===== src/rtl/decim_rate_timer_pkg.sv =====
package decim_rate_timer_pkg;
  localparam int CTRL_W = 24;
  localparam int CODE_W = 11;

  // Field order is the bit layout of the control word, MSB first.
  typedef struct packed {
    logic              coding;
    logic [CODE_W-1:0] code;
    logic [2:0]        mode;
    logic              bipolar;
    logic [2:0]        gain;
    logic [4:0]        aux;
  } ctrl_t;

  localparam logic [2:0] MODE_SELF_CAL = 3'b001;
endpackage


===== src/rtl/drt_ctrl_reg.sv =====
module drt_ctrl_reg
  import decim_rate_timer_pkg::*;
#(
  parameter int CODE_MIN = 10,
  parameter int RST_CODE = 10
) (
  input  logic  clk,
  input  logic  rst_n,
  input  logic  wr_en,
  input  ctrl_t wr_word,
  output ctrl_t ctrl,
  output logic  restart
);
  localparam logic [CODE_W-1:0] MIN_C = CODE_W'(CODE_MIN);
  localparam ctrl_t RST_WORD = '{coding: 1'b0, code: CODE_W'(RST_CODE),
                                 mode: MODE_SELF_CAL, bipolar: 1'b1,
                                 gain: 3'b000, aux: 5'd0};

  ctrl_t ctrl_q, wr_fix;

  always_comb begin
    wr_fix = wr_word;
    if (wr_word.code < MIN_C) wr_fix.code = MIN_C;
    restart = wr_en && ((wr_fix.code != ctrl_q.code) || (wr_fix.gain != ctrl_q.gain));
  end

  always_ff @(posedge clk) begin
    if (!rst_n)     ctrl_q <= RST_WORD;
    else if (wr_en) ctrl_q <= wr_fix;
  end

  assign ctrl = ctrl_q;
endmodule


===== src/rtl/drt_period_gen.sv =====
module drt_period_gen #(
  parameter int CODE_W  = 11,
  parameter int SUB_DIV = 512
) (
  input  logic              clk,
  input  logic              rst_n,
  input  logic              osc_en,
  input  logic              restart,
  input  logic [CODE_W-1:0] code,
  output logic              tick,
  output logic              word_ready
);
  localparam int CNT_W = CODE_W + $clog2(SUB_DIV);

  logic [CNT_W-1:0] cnt, limit;

  assign limit = CNT_W'(code) * CNT_W'(SUB_DIV) - CNT_W'(1);
  assign tick  = osc_en && !restart && (cnt == limit);

  always_ff @(posedge clk) begin
    if (!rst_n || restart) begin
      cnt        <= '0;
      word_ready <= 1'b0;
    end else begin
      word_ready <= tick;
      if (osc_en) cnt <= (cnt == limit) ? '0 : cnt + CNT_W'(1);
    end
  end
endmodule


===== src/rtl/drt_settle_track.sv =====
module drt_settle_track #(
  parameter int WORDS = 4
) (
  input  logic clk,
  input  logic rst_n,
  input  logic restart,
  input  logic tick,
  output logic settled
);
  localparam int SW = $clog2(WORDS + 1);

  logic [SW-1:0] seen;

  always_ff @(posedge clk) begin
    if (!rst_n || restart) begin
      seen    <= '0;
      settled <= 1'b0;
    end else if (tick && !settled) begin
      seen <= seen + SW'(1);
      if (seen == SW'(WORDS - 1)) settled <= 1'b1;
    end
  end
endmodule


===== src/rtl/decim_rate_timer.sv =====
module decim_rate_timer
  import decim_rate_timer_pkg::*;
#(
  parameter int CODE_MIN     = 10,
  parameter int RST_CODE     = 10,
  parameter int SUB_DIV      = 512,
  parameter int SETTLE_WORDS = 4
) (
  input  logic              clk,
  input  logic              rst_n,
  input  logic              osc_en,
  input  logic              wr_en,
  input  logic [CTRL_W-1:0] wr_data,
  output logic [CTRL_W-1:0] rd_data,
  output logic              word_ready,
  output logic              settled
);
  ctrl_t ctrl;
  logic  restart, tick;

  drt_ctrl_reg #(.CODE_MIN(CODE_MIN), .RST_CODE(RST_CODE)) u_reg (
    .clk(clk), .rst_n(rst_n), .wr_en(wr_en), .wr_word(ctrl_t'(wr_data)),
    .ctrl(ctrl), .restart(restart));

  drt_period_gen #(.CODE_W(CODE_W), .SUB_DIV(SUB_DIV)) u_period (
    .clk(clk), .rst_n(rst_n), .osc_en(osc_en), .restart(restart),
    .code(ctrl.code), .tick(tick), .word_ready(word_ready));

  drt_settle_track #(.WORDS(SETTLE_WORDS)) u_settle (
    .clk(clk), .rst_n(rst_n), .restart(restart), .tick(tick),
    .settled(settled));

  assign rd_data = ctrl;
endmodule


===== config.mk =====
export PLATFORM = sky130hd
export DESIGN_NAME = decim_rate_timer
export DESIGN_NICKNAME = d
export VERILOG_FILES = /design/src/rtl/decim_rate_timer_pkg.sv /design/src/rtl/drt_ctrl_reg.sv /design/src/rtl/drt_period_gen.sv /design/src/rtl/drt_settle_track.sv /design/src/rtl/decim_rate_timer.sv
export SDC_FILE = /design/constraint.sdc
export NUM_CORES = 1
export LEC_CHECK = 0
export CAP_MARGIN = 10
export CELL_PAD_IN_SITES_DETAIL_PLACEMENT = 2
export CELL_PAD_IN_SITES_GLOBAL_PLACEMENT = 2
export CORE_MARGIN = 2
export CORE_UTILIZATION = 34
export DETAILED_ROUTE_END_ITERATION = 6
export PLACE_DENSITY_LB_ADDON = 0.1
export SLEW_MARGIN = 20
export SYNTH_ARGS = -nofsm -noshare
export SYNTH_HDL_FRONTEND = slang
export SYNTH_SLANG_ARGS = --single-unit
export TNS_END_PERCENT = 20

===== constraint.sdc =====
create_clock -name clk -period 4.9 [get_ports clk]
set_input_delay 1.47 -clock clk [delete_from_list [all_inputs] [get_ports clk]]
set_output_delay 1.47 -clock clk [all_outputs]
set_load 0.05 [all_outputs]

==> results.toml <==
[floorplanning]
initial_core_util_pct = 35.5
num_rows = 32
core_sq_mm = 0.00781
ioPinCount = 54
die_x_um = 94.3
die-area_sq_mm = 0.00890
dieHeight_um = 94.3

[clock_network]
cts_root_buffer = "clkbuf_8"
cts_tree = "done"
cts_sinks = 49
ctsResizeCount = 0
hold_buffers = 0
clockBufferDepth = 2
cts.reportedPaths.clkPinSlew_ns = 0.09
clk_latency_ns = 0.30
numCtsBuffers = 5
cts_max_level = 2
post_cts_buffers = 0

[sta]
setup_slack_ns = 1.26
rsz0062_at_grt = "false"
worst_pin_slew_ns = 0.601
whs_ns = 0.493
setup_violations = 0
fin_tns_setup_ns = 0
drv_slew = 0
final_hold_viol_count = 0
fin_crit_sh_pct = 74.3
clock_skew_ns = 0.00771
fmax_ghz = 0.275
period_minus_slack_ns = 3.64
slew_headroom_pct = 59.9

[logic_synthesis]
syn_area_sq_mm = 0.00278
syn_area_per_cell_sq_um = 9.07
yosysUniqueCellTypes = 53
synth_warnings = 0
synthCells = 306
synth_ff_type = "dfxtp_1"
synth_edf_count = 0
ys_seq_elements = 49
synth.area.top_cells = "dfxtp_1, xor2_1, mux2i_1"
synth_nets = 338
synth_common_cells = "dfxtp_1, nor2_1, xor2_1"
yosys.area.top_type = "dfxtp_1"
ys_seq_area_share_pct = 35.3
synth_top_area_share_pct = 35.3
synth.most_common_cell = "dfxtp_1"
ys_async_sr_fraction_pct = 0

[drt]
wirelength_um = 7410
via_per_inst = 5.07
first_pass_iters = 4
vias = 2339
post-route-drc-count = 0
first_iter_violations = 48
ant_nets = 0
wl_per_cell_um = 16.1

[setup_path]
worstPathArrival_ns = 3.80
rr_startpoint = "u_reg.ctrl[12]"
crit_fanout = 15
cp.required_ns = 5.06
worstSetupEndpointType = "register"
start_kind = "input pin"
r2r_slack_ns = 1.67
path_class = "in2reg"
startpoint = "wr_data[20]"

[power]
power.share.switching_pct = 27.9
p_leak_uw = 0.00137
internal-power_uw = 652
p_comb_share_pct = 18.9
peakVddDrop_uv = 136
p_seq_share_pct = 47.4
p_per_area_mw_per_mm2 = 259
power.total_uw = 904
p_switching_uw = 252
clock_power_share_pct = 33.7

[finish]
area_growth_pct = 25.7
nFillCells = 857
nets = 390
drive_above_1_share_pct = 7.24
instances_no_fill = 461
diodes = 0

[placed_design]
post-place-ws_ns = 0.894
dp_cells = 453
dp_hpwl_um = 5660
numPortBuffers = 53
gp_congestion = 0.768

[global_routing]
grt_overflow_total = 0
grt_pass1_vias = 2542
grt_usage_pct = 18.2
grt_pass1_wl_um = 12900
antenna_found_initial = 0
grt_max_degree = 27

[worst_hold_path]
hold_path.class = "reg2reg"
min_from = "u_reg.ctrl[9]"

[flow_run]
max-cap-violations = 0

[run_status]
outcome = "complete, no violations"
==> metrics by stage <==
stage	util, %	cell area [sq um]
floorplan	-	2780
global placement	43.2	3370
detailed placement	43.2	3370
CTS	44.7	3490
global route	44.7	3490
finish	44.7	3490
==> sequential cells by signal (all words and copies together), names as in the netlist <==
name,count
u_reg.ctrl,24
u_period.cnt,20
u_settle.seen,3
u_period.word_ready,1
u_settle.settled,1
==> critical path: stages <==
cell             delay (ns)
clkdlybuf4s50_1        0.46
nor4_1                 0.48
nand3_1                0.27
nand4_1                0.17
o2bb2ai_1              0.12
a2bb2oi_1              0.18
buf_4                  0.21
o21bai_2               0.31
nor2_1                 0.11
==> cells by family after synthesis <==
family / count (synthesis) / synth area share [%]
muxes: 23 / 8.66
and+or+nand+nor: 135 / 27.3
AOI/OAI and AO/OA: 31 / 8.48
buffers and inverters: 21 / 4.33
DFF: 49 / 35.3
xor gates and xnor gates: 43 / 14.1
adders and majority gates: 4 / 1.80
==> metal layers <==
| layer | wire length [um] | vias up | global-route usage, % |
|---|---|---|---|
| met3 | 219 | 7 | 3.11 |
| li1 | - | 1163 | - |
| met4 | 80 | 0 | 3.99 |
| met1 | 3480 | 1133 | 24.2 |
| met5 | 0 | - | 0 |
| met2 | 3630 | 36 | 31.0 |
==> layout make-up <==
class	count	area, sq um	area share (%)
sequential	49	981	28.1
multi-input combinational	236	1670	48.0
timing repair buffer	56	553	15.8
inverter	10	37.5	1.08
clock inverter	1	30.0	0.861
clock buffer	7	86.3	2.47
tap	102	128	3.66
==> path summary, 6_finish.rpt <==
| path | depth (start not counted) | endpoint |
|---|---|---|
| worst max register to register | 9 | u_period.cnt[14] |
| worst min-delay path | 2 | u_reg.ctrl[9] |
| worst max-delay path | 9 | u_period.cnt[14] |
| worst min register to register | 2 | u_reg.ctrl[9] |
==> power by group through the flow <==
stage | clock network [uW] | registers, uW | logic (uW)
floorplan | 0 | 470 | 73.6
global placement | 0 | 437 | 169
detailed placement | 0 | 437 | 172
CTS | 318 | 428 | 173
global route | 338 | 431 | 185
finish | 305 | 428 | 171
==> layout by cell type (no fill, tap or decap), drive strengths merged, types with 6 or more instances in the layout <==
| master | Yosys | routed |
|---|---|---|
| and3 | 9 | 9 |
| nand2 | 25 | 25 |
| o21ai | 6 | 6 |
| dfxtp | 49 | 49 |
| nor2b | 19 | 19 |
| mux2i | 21 | 21 |
| clkdlybuf4s50 | 0 | 53 |
| xnor2 | 15 | 15 |
| clkbuf | 5 | 7 |
| nand3 | 14 | 14 |
| nand4 | 6 | 6 |
| xor2 | 27 | 27 |
| inv | 10 | 10 |
| nor4 | 7 | 7 |
| nor2 | 31 | 31 |
No activity file was read; power rests on OpenSTA's default activity.
